### src/rtl/cplx_mul_pkg.sv
package cplx_mul_pkg;
  typedef enum logic [2:0] {
    ST_IDLE, ST_RR, ST_II, ST_RI, ST_IR
  } state_e;

  typedef enum logic [1:0] {
    MAC_HOLD, MAC_LOAD, MAC_SUB, MAC_ADD
  } mac_op_e;
endpackage

### src/rtl/operand_bank.sv
// Two-stage local operand store: stage 1 keeps the real part, stage 2 the imaginary part.
module operand_bank #(
  parameter int W = 18
) (
  input  logic                clk_i,
  input  logic                rst_ni,
  input  logic                load_i,
  input  logic signed [W-1:0] re_i,
  input  logic signed [W-1:0] im_i,
  input  logic                sel_i,
  output logic signed [W-1:0] opnd_o
);
  logic signed [W-1:0] stage1_q, stage2_q;

  always_ff @(posedge clk_i or negedge rst_ni) begin
    if (!rst_ni) begin
      stage1_q <= '0;
      stage2_q <= '0;
    end else if (load_i) begin
      stage1_q <= re_i;
      stage2_q <= im_i;
    end
  end

  assign opnd_o = sel_i ? stage2_q : stage1_q;

  assert_hold_operands_R4: assert property (@(posedge clk_i) disable iff (!rst_ni)
    !load_i |=> ($stable(stage1_q) && $stable(stage2_q)));
endmodule

### src/rtl/mac_unit.sv
module mac_unit
  import cplx_mul_pkg::*;
#(
  parameter int OP_W  = 18,
  parameter int ACC_W = 48,
  parameter int OUT_W = 2*OP_W + 1
) (
  input  logic                    clk_i,
  input  logic                    rst_ni,
  input  mac_op_e                 op_i,
  input  logic signed [OP_W-1:0]  x_i,
  input  logic signed [OP_W-1:0]  y_i,
  output logic signed [OUT_W-1:0] acc_o,
  output logic signed [OUT_W-1:0] nxt_o
);
  localparam int PROD_W = 2*OP_W;

  logic signed [PROD_W-1:0] prod;
  logic signed [ACC_W-1:0]  prod_ext, acc_q, acc_d;

  assign prod     = x_i * y_i;
  assign prod_ext = ACC_W'(prod);

  always_comb begin
    unique case (op_i)
      MAC_LOAD: acc_d = prod_ext;
      MAC_SUB:  acc_d = acc_q - prod_ext;
      MAC_ADD:  acc_d = acc_q + prod_ext;
      default:  acc_d = acc_q;
    endcase
  end

  always_ff @(posedge clk_i or negedge rst_ni) begin
    if (!rst_ni) acc_q <= '0;
    else         acc_q <= acc_d;
  end

  assign acc_o = acc_q[OUT_W-1:0];
  assign nxt_o = acc_d[OUT_W-1:0];

  // Products of OP_W-bit values never reach the unused top of the accumulator
  assert_acc_range_R7: assert property (@(posedge clk_i) disable iff (!rst_ni)
    (acc_q[ACC_W-1:OUT_W-1] == '0) || (acc_q[ACC_W-1:OUT_W-1] == '1));
endmodule

### src/rtl/seq_ctrl.sv
module seq_ctrl
  import cplx_mul_pkg::*;
(
  input  logic    clk_i,
  input  logic    rst_ni,
  input  logic    start_i,
  output logic    load_o,
  output logic    sel_x_o,
  output logic    sel_y_o,
  output mac_op_e op_o,
  output logic    cap_re_o,
  output logic    fin_o,
  output logic    busy_o
);
  state_e state_q, state_d;

  assign load_o = start_i && (state_q == ST_IDLE);
  assign busy_o = (state_q != ST_IDLE);

  always_comb begin
    state_d  = state_q;
    sel_x_o  = 1'b0;
    sel_y_o  = 1'b0;
    op_o     = MAC_HOLD;
    cap_re_o = 1'b0;
    fin_o    = 1'b0;
    unique case (state_q)
      ST_IDLE: if (start_i) state_d = ST_RR;
      ST_RR: begin op_o = MAC_LOAD; state_d = ST_II; end
      ST_II: begin sel_x_o = 1'b1; sel_y_o = 1'b1; op_o = MAC_SUB; state_d = ST_RI; end
      ST_RI: begin sel_y_o = 1'b1; op_o = MAC_LOAD; cap_re_o = 1'b1; state_d = ST_IR; end
      ST_IR: begin sel_x_o = 1'b1; op_o = MAC_ADD; fin_o = 1'b1; state_d = ST_IDLE; end
      default: state_d = ST_IDLE;
    endcase
  end

  always_ff @(posedge clk_i or negedge rst_ni) begin
    if (!rst_ni) state_q <= ST_IDLE;
    else         state_q <= state_d;
  end

  assert_busy_after_start_R3: assert property (@(posedge clk_i) disable iff (!rst_ni)
    (start_i && !busy_o) |=> busy_o);
  assert_ignore_start_R6: assert property (@(posedge clk_i) disable iff (!rst_ni)
    (start_i && busy_o && !fin_o) |=> (busy_o && !load_o));
endmodule

### src/rtl/cplx_seq_mul.sv
module cplx_seq_mul
  import cplx_mul_pkg::*;
#(
  parameter int OP_W  = 18,
  parameter int ACC_W = 48,
  parameter int OUT_W = 2*OP_W + 1
) (
  input  logic                    clk_i,
  input  logic                    rst_ni,
  input  logic                    start_i,
  input  logic signed [OP_W-1:0]  a_re_i,
  input  logic signed [OP_W-1:0]  a_im_i,
  input  logic signed [OP_W-1:0]  b_re_i,
  input  logic signed [OP_W-1:0]  b_im_i,
  output logic                    busy_o,
  output logic                    done_o,
  output logic signed [OUT_W-1:0] re_o,
  output logic signed [OUT_W-1:0] im_o
);
  localparam int N_OPND = 2;

  logic                   load, sel_x, sel_y, cap_re, fin;
  mac_op_e                mac_op;
  logic signed [OP_W-1:0] re_in [N_OPND];
  logic signed [OP_W-1:0] im_in [N_OPND];
  logic                   sel   [N_OPND];
  logic signed [OP_W-1:0] opnd  [N_OPND];
  logic signed [OUT_W-1:0] acc, nxt, re_hold_q;

  assign re_in[0] = a_re_i;
  assign im_in[0] = a_im_i;
  assign re_in[1] = b_re_i;
  assign im_in[1] = b_im_i;
  assign sel[0]   = sel_x;
  assign sel[1]   = sel_y;

  seq_ctrl u_ctrl (
    .clk_i, .rst_ni, .start_i,
    .load_o(load), .sel_x_o(sel_x), .sel_y_o(sel_y), .op_o(mac_op),
    .cap_re_o(cap_re), .fin_o(fin), .busy_o(busy_o)
  );

  for (genvar g = 0; g < N_OPND; g++) begin : g_bank
    operand_bank #(.W(OP_W)) u_bank (
      .clk_i, .rst_ni, .load_i(load),
      .re_i(re_in[g]), .im_i(im_in[g]), .sel_i(sel[g]), .opnd_o(opnd[g])
    );
  end

  mac_unit #(.OP_W(OP_W), .ACC_W(ACC_W), .OUT_W(OUT_W)) u_mac (
    .clk_i, .rst_ni, .op_i(mac_op), .x_i(opnd[0]), .y_i(opnd[1]),
    .acc_o(acc), .nxt_o(nxt)
  );

  // Real part parks here so both outputs change on the same edge
  always_ff @(posedge clk_i or negedge rst_ni) begin
    if (!rst_ni) begin
      re_hold_q <= '0;
      re_o      <= '0;
      im_o      <= '0;
      done_o    <= 1'b0;
    end else begin
      done_o <= fin;
      if (cap_re) re_hold_q <= acc;
      if (fin) begin
        re_o <= re_hold_q;
        im_o <= nxt;
      end
    end
  end

  assert_done_pulse_R5: assert property (@(posedge clk_i) disable iff (!rst_ni)
    done_o |=> !done_o);
  assert_done_idle_R3: assert property (@(posedge clk_i) disable iff (!rst_ni)
    done_o |-> !busy_o);
  assert_hold_result_R5: assert property (@(posedge clk_i) disable iff (!rst_ni)
    !done_o |=> ($stable(re_o) && $stable(im_o)) || done_o);
endmodule

### config.mk
export PLATFORM = sky130hd
export DESIGN_NAME = cplx_seq_mul
export DESIGN_NICKNAME = d
export VERILOG_FILES = /design/src/rtl/cplx_mul_pkg.sv /design/src/rtl/operand_bank.sv /design/src/rtl/mac_unit.sv /design/src/rtl/seq_ctrl.sv /design/src/rtl/cplx_seq_mul.sv
export SDC_FILE = /design/constraint.sdc
export NUM_CORES = 1
export LEC_CHECK = 0
export BUFFER_PORTS_ARGS = -buffer_cell sky130_fd_sc_hd__buf_2
export CORE_MARGIN = 5
export CORE_UTILIZATION = 55
export CTS_CLUSTER_SIZE = 16
export DETAILED_ROUTE_END_ITERATION = 8
export GPL_TIMING_DRIVEN = 0
export PLACE_DENSITY_LB_ADDON = 0.25
export SETUP_SLACK_MARGIN = 0.1
export SLEW_MARGIN = 20
export SYNTH_ARGS = -nofsm -noshare
export SYNTH_HDL_FRONTEND = slang
export SYNTH_SLANG_ARGS = --single-unit
### constraint.sdc
create_clock -name clk_i -period 10.1 [get_ports clk_i]
set_input_delay 0.505 -clock clk_i [delete_from_list [all_inputs] [get_ports clk_i]]
set_output_delay 0.505 -clock clk_i [all_outputs]
set_load 0.05 [all_outputs]
# [Word-level counts from Yosys, hierarchy flattened]
# Index checks and enable logic that the tools add are counted.
# Widths: inputs -> output; s select.
[op_classes] add_sub_neg=2 multipliers=1 div_mod_pow=0 magnitude_cmp=0 eq_ne=8 shift=0 n_mux=10 bitwise_logic=0 n_reduce_logical=7
[op_table] cell="$pmux 48 s3" n=1
[op_table] cell="$add 48x36->48" n=1
[op_table] cell="$sub 48x36->48" n=1
[op_table] cell="$mul 18x18->36" n=1
[op_table] cell="$mux 18" n=2
[op_table] cell="$pmux 3 s4" n=1
[op_table] cell="$eq 3x2->1 const B" n=2
[op_table] cell="$pmux 2 s3" n=1
[op_table] cell="$reduce_bool 3->1" n=2
[op_table] cell="$reduce_or 2->1" n=3
[op_table] cell="$eq 2x2->1 const B" n=2
[op_table] cell="$mux 1" n=4
[op_table] cell="$eq 3x1->1 const B" n=1
[op_table] cell="$eq 3x3->1 const B" n=1
[op_table] cell="$logic_not 3->1" n=1
[op_table] cell="$mux 3" n=1
[op_table] cell="$eq 2x1->1 const B" n=1
[op_table] cell="$ne 2x2->1 const B" n=1
[op_table] cell="$logic_and 1x1->1" n=1
[totals] ff_bits=235 latchBits=0 ramBits=0 rom_bits=0 input_bits=75 out_inout_bits=76 mem_count=0

# [Depth between registers and ports, before layout]
[depth] ltp_word=7 mapped_depth=42 depth_no_buf=38

# [Modules after synthesis]
# A second synthesis with hierarchy kept.
[hier_totals] hier_cells=2418 area_unflattened_um2=25080.3
[modules_own_cells] mod="mac_unit" instances=1 cells_each=1971 area_per_inst_um2=16977.5 seq_area_each_um2=925.9
[modules_own_cells] mod="cplx_seq_mul" instances=1 cells_each=235 area_per_inst_um2=4406.7 seq_area_each_um2=2802.7
[modules_own_cells] mod="operand_bank" instances=2 cells_each=96 area_per_inst_um2=1752.9 seq_area_each_um2=900.9
[modules_own_cells] mod="seq_ctrl" instances=1 cells_each=20 area_per_inst_um2=190.2 seq_area_each_um2=75.1

# [Worst setup path before layout]
# OpenSTA, ideal clock, no wires.
[synth_timing] path_type="reg-to-reg" start="reg u_ctrl.state_q[2]" end="reg u_mac.acc_q[36]" setup_time_ns=0.080 t_arrival_ns=10.075 required_ns=10.020 slack_ns=-0.056 path_stages_with_launch=39 n_path_buf=3 cell_sequence="dfrtp_1 -> nand2b_1 -> a21oi_1 -> clkbuf_1 -> clkbuf_1 -> mux2i_1 -> clkbuf_1 -> nor2_1 -> fa_1 -> inv_1 -> fa_1 -> inv_1 -> ha_1 -> fa_1 -> inv_1 -> fa_1 -> fa_1 -> inv_1 -> [... 3 more ...] -> a2111oi_4 -> nor3b_1 -> a2111o_1 -> or4_4 -> nor4_2 -> nor3b_4 -> nor2_1 -> xnor2_1 -> ha_1 -> a21o_1 -> a21o_1 -> a21o_1 -> a21oi_1 -> o21ai_0 -> a211o_1 -> a21oi_1 -> xnor3_1 -> o211ai_2"
[synth_via] elab_chain_cells=7 word_cells_on_any_way=19 cone_classes="add/sub (2); mul (1); eq/ne (7); mux (6); reduce/logical (3)"
[synth_rtl] element="start, declared" line="seq_ctrl.sv:15" rtl="state_e state_q, state_d;"
[synth_rtl] element="start signal, assigned" line="seq_ctrl.sv:39" rtl="else state_q <= state_d;"
[synth_rtl] element="$eq 3x3->1 or $eq 3x2->1 (tied branches)" line="seq_ctrl.sv:27" rtl="unique case (state_q)"
[synth_rtl] element="$reduce_or 2->1 (no source line)"
[synth_rtl] element="$mux 1" line="seq_ctrl.sv:27"
[synth_rtl] element="$mux 18" line="operand_bank.sv:25" rtl="assign opnd_o = sel_i ? stage2_q : stage1_q;"
[synth_rtl] element="$mul 18x18->36" line="mac_unit.sv:21" rtl="assign prod = x_i * y_i;"
[synth_rtl] element="$add 48x36->48 or $sub 48x36->48 (tied branches)" line="mac_unit.sv:28, mac_unit.sv:27"
[synth_rtl] element="$pmux 48 s3 *" line="mac_unit.sv:25" rtl="unique case (op_i)"
[synth_rtl] element="via nxt[36]" line="cplx_seq_mul.sv:28" rtl="logic signed [OUT_W-1:0] acc, nxt, re_hold_q;"
[synth_rtl] element="end signal, assigned" line="mac_unit.sv:34" rtl="if (!rst_ni) acc_q <= '0;"
[synth_rtl] element="end signal, assigned" line="mac_unit.sv:35" rtl="else acc_q <= acc_d;"
[synth_rtl] element="end, declared" line="mac_unit.sv:19" rtl="logic signed [ACC_W-1:0] prod_ext, acc_q, acc_d;"
# Mark *: on every way through the listed nets, which the timed path passes. The rest lies on a longest branch.
# A chain may end at the register's enable or synchronous reset.

# [Worst setup path in the final report]
[layout_timing] start="reg u_ctrl.state_q[2]" end="reg im_o[34]"
[layout_via] elab_chain_cells=7 word_cells_on_any_way=20 cone_classes="add/sub (2); mul (1); eq/ne (7); mux (7); reduce/logical (3)"
[layout_rtl] element="$eq 3x3->1 or $eq 3x2->1 (tied branches)" line="seq_ctrl.sv:27"
[layout_rtl] element="$reduce_or 2->1 (no source line)"
[layout_rtl] element="$mux 1" line="seq_ctrl.sv:27"
[layout_rtl] element="$mux 18" line="operand_bank.sv:25"
[layout_rtl] element="$mul 18x18->36" line="mac_unit.sv:21"
[layout_rtl] element="$add 48x36->48 or $sub 48x36->48 (tied branches)" line="mac_unit.sv:28, mac_unit.sv:27"
[layout_rtl] element="$pmux 48 s3 *" line="mac_unit.sv:25"
[layout_rtl] element="via nxt[34]" line="cplx_seq_mul.sv:28"
[layout_rtl] element="end signal, assigned" line="cplx_seq_mul.sv:67" rtl="im_o <= nxt;"
[layout_rtl] element="end, declared" line="cplx_seq_mul.sv:18" rtl="output logic signed [OUT_W-1:0] im_o"
# Marks and branches as above.

==> key figures <==
Synthesis
  – Synthesized Nets: roughly 3000
  – Cell count after synthesis: 2529
  – Sequential share of the synthesized area: 23.3%
  – Mux cell area share after synthesis: 8.28%
  – Primary FF master, synth: dfrtp_1
  – Combinational family with the most area after synthesis: adder cells
  – Syn_area_per_cell: ~9.5 sq um
  – Synth Area in Adders: 34.3%
  – Synth unique cells: 79
  – Fraction of registers with async set/reset: 100%
  – EDFF count, synth: 0
  – XOR/XNOR Fraction of Synth Area: 3.67%
  – Synth Area in Simple Gates: 13.7%
  – Mapped Area: between 20000 and 25000 sq um
  – Synthesized flop and latch total: between 200 and 250
  – Synth Area in Compound Gates: 9.09%
  – Ys Warns: 0

Timing
  – Setup TNS: 0 ps
  – Final Cycle Share: 98.2%
  – Highest Clock Rate: between 100 and 150 MHz
  – Skew final: 17.8 ps
  – Slew Viols, Final: 0
  – Slew headroom: 23.4%
  – Final hold viol count: 0
  – Tmin final: around 9900 ps
  – Slew @ Worst Pin: ~1100 ps
  – Worst setup margin: 179 ps
  – Final setup viols: 0
  – RSZ-0062 raised after global routing: true

Routing
  – DR WL/cell: 21.7 microns
  – Routed wire length: 75.4 mm
  – DRT Pass-1 Iters: 5
  – Vias per cell: 5.70
  – Routed Antenna Nets: 0
  – DRC viols: 0
  – Vias: 19800
  – DR iter-0 viols: 1482

Placed design
  – DP Cell Count: 3266
  – Pre-CTS setup slack: -2500 ps
  – Port bufs: 150
  – Hpwl dp: 58.0 mm
  – Gpl congestion: ~0.97

Cells and area
  – Area grow syn2layout: 22.0%
  – Final nets: 3398
  – Layout cells sized above 1: between 20% and 30%
  – # fillers: roughly 3400
  – Final cell count without fillers: 3472

Clocking
  – Reg clk slew, reported paths: around 70 ps
  – Clk buf depth: 3
  – Htree depth: 1
  – Worst skew pair latency: between 500 and 600 ps
  – CTS sink cnt: 224
  – CTS Root Cell: clkbuf_16
  – CTS tree: built
  – CTS buffer count: 24

Die
  – Die ar.: 48000 sq um
  – Initial Util: between 50 and 60%
  – Core Rows: 76
  – Chip height: 219 microns
  – # IOs: roughly 150
  – Core Area: 43200 sq um
  – Die X: about 220 microns

Critical path
  – Worst R2R Path Depth: 37
  – Worst Path Arrival: 10350 ps
  – Critical Path Max Stage Delay: between 500 and 600 ps
  – Highest net fanout along the worst path: 6
  – Worst-path cell with the longest stage delay: or4_4
  – Kind of end point of the critical path: register
  – CP Launch Type: register
  – CP required: 10520 ps
  – CP most frequent cell: fa_1
  – Critical path class: reg2reg

GRT
  – Gr usage total: 31.0%
  – Number of global-route vias before repair: ~20000
  – Largest net degree at the start of global routing: 86
  – First-pass GRT wire length: 115 mm
  – GRT overflow: 0
  – Initial antenna violation count: 6

Worst hold path
  – Worst Hold Class: in2reg
  – WHS Path Cells: 2

Outcome
  – Status: finished clean

Flow run
  – Max-Cap Viols: 0
## state kept, by name (all words and copies together), names as in the netlist
register,count
done_o,1
u_ctrl.state_q,3
im_o,37
g_bank.u_bank.stage1_q,36
u_mac.acc_q,37
g_bank.u_bank.stage2_q,36
re_hold_q,37
re_o,37
## Yosys cell counts, types with 9 or more instances
cell        n  area share (%)
a211o_1     9            0.33
a211oi_1    9            0.28
a21o_1     39             1.2
a21oi_1    68             1.4
a22oi_1    11            0.34
a31oi_1    18            0.47
and3_1     17            0.44
clkbuf_1   83             1.3
dfrtp_1   224              23
fa_1      330              28
ha_1      130             6.8
inv_1     399             6.2
mux2_2    142             6.7
mux2i_1    39             1.6
nand2_1   400             6.3
nand2b_1   17            0.44
nand3_1    16            0.33
nand4_1    12            0.31
nor2_1    231             3.6
nor2b_1    12            0.31
nor3_1     11            0.23
o211ai_1   18            0.56
o21ai_0    52             1.1
o221ai_1   13            0.47
or2_2      10            0.26
xnor2_1    63             2.3
xor2_1     30             1.1
## critical path, delay by kind of cell, from the launching register on
family | cells | cell delay, ps
fa+ha+maj | 8 | 3300
compound gates | 11 | 2670
simple gates | 8 | 1920
buf+inv | 7 | 690
mux | 2 | 500
flops | 1 | 460
xor+xnor | 1 | 230
## cells in the final DEF, fill, tap and decap left out, drive strengths merged, types with 9 or more instances in the layout
| master | n |
|---|---|
| nand2 | 400 |
| inv | 399 |
| buf | 332 |
| fa | 330 |
| nor2 | 231 |
| dfrtp | 224 |
| mux2 | 142 |
| ha | 130 |
| clkbuf | 100 |
| a21oi | 68 |
| xnor2 | 63 |
| o21ai | 56 |
| a21o | 39 |
| mux2i | 39 |
| xor2 | 30 |
| o211ai | 20 |
| a31oi | 18 |
| nand2b | 17 |
| and3 | 17 |
| nand3 | 16 |
| nand4 | 13 |
| o221ai | 13 |
| nor2b | 12 |
| a22oi | 11 |
| nor3 | 11 |
| a211oi | 11 |
| or2 | 10 |
| a211o | 9 |
## kinds of logic (layout without fill, tap and decap cells)
kind of cell / count (synthesis) / after routing
flip-flops: 224 / 224
AO/OA/AOI/OAI: 312 / 312
adder cells (fa/ha/maj): 460 / 460
other: 0 / 8
XOR/XNOR: 96 / 96
multiplexers: 181 / 181
AND/OR/NAND/NOR: 766 / 766
buffers and inverters: 490 / 840
## area by class of cell
cell class	instances	area (sq um)	area share (%)
multi-input combinational	1815	17800	60.6
sequential	224	5610	19.1
timing repair buffer	313	2260	7.71
inverter	401	1510	5.15
tap	585	732	2.50
clock buffer	36	727	2.48
buffer	84	662	2.26
clock inverter	6	35.0	0.120
antenna	8	20.0	0.0683
## per-stage QoR
step,utilization (%),hold slack [ps],area (sq um)
floorplan,-,209,24000
global placement,59.1,445,25500
detailed placement,59.4,456,25600
CTS,64.4,148,27800
global route,67.9,165,29300
finish,67.9,178,29300
## per-layer routing
| metal | vias up | routed length [microns] | track usage (%) |
|---|---|---|---|
| met5 | - | 28 | 0 |
| met4 | 4 | 2970 | 10.4 |
| met3 | 167 | 6060 | 5.45 |
| met2 | 704 | 35500 | 49.9 |
| met1 | 10100 | 30900 | 43.1 |
| li1 | 8819 | - | - |
## final timing paths
check / start / end / slack [ps]
max in group asynchronous: rst_ni / g_bank[0].u_bank.stage2_q[14]$_DFFE_PN0P_ / 8780
min in group asynchronous: rst_ni / im_o[4]$_DFFE_PN0N_ / 480
worst max register to register: u_ctrl.state_q[2]$_DFFE_PN0P_ / im_o[34]$_DFFE_PN0N_ / 180
worst max-delay path: u_ctrl.state_q[2]$_DFFE_PN0P_ / im_o[34]$_DFFE_PN0N_ / 180
worst min register to register: re_hold_q[13]$_DFFE_PN0N_ / re_o[13]$_DFFE_PN0N_ / 470
worst min-delay path: b_im_i[14] / g_bank[1].u_bank.stage2_q[14]$_DFFE_PN0P_ / 180
## timing repair
action	4_1_cts	5_1_grt
gates cloned	1	2
hold buffers	1	0
buffers inserted	73	84
endpoints found under the setup margin	48	23
resized for setup	189	194
endpoints found under the hold margin	69	0
pin swaps	19	101
Power is left out: the tool's default activity adds up to more than one toggle a clock period on the data nets, which glitch-free logic cannot reach.
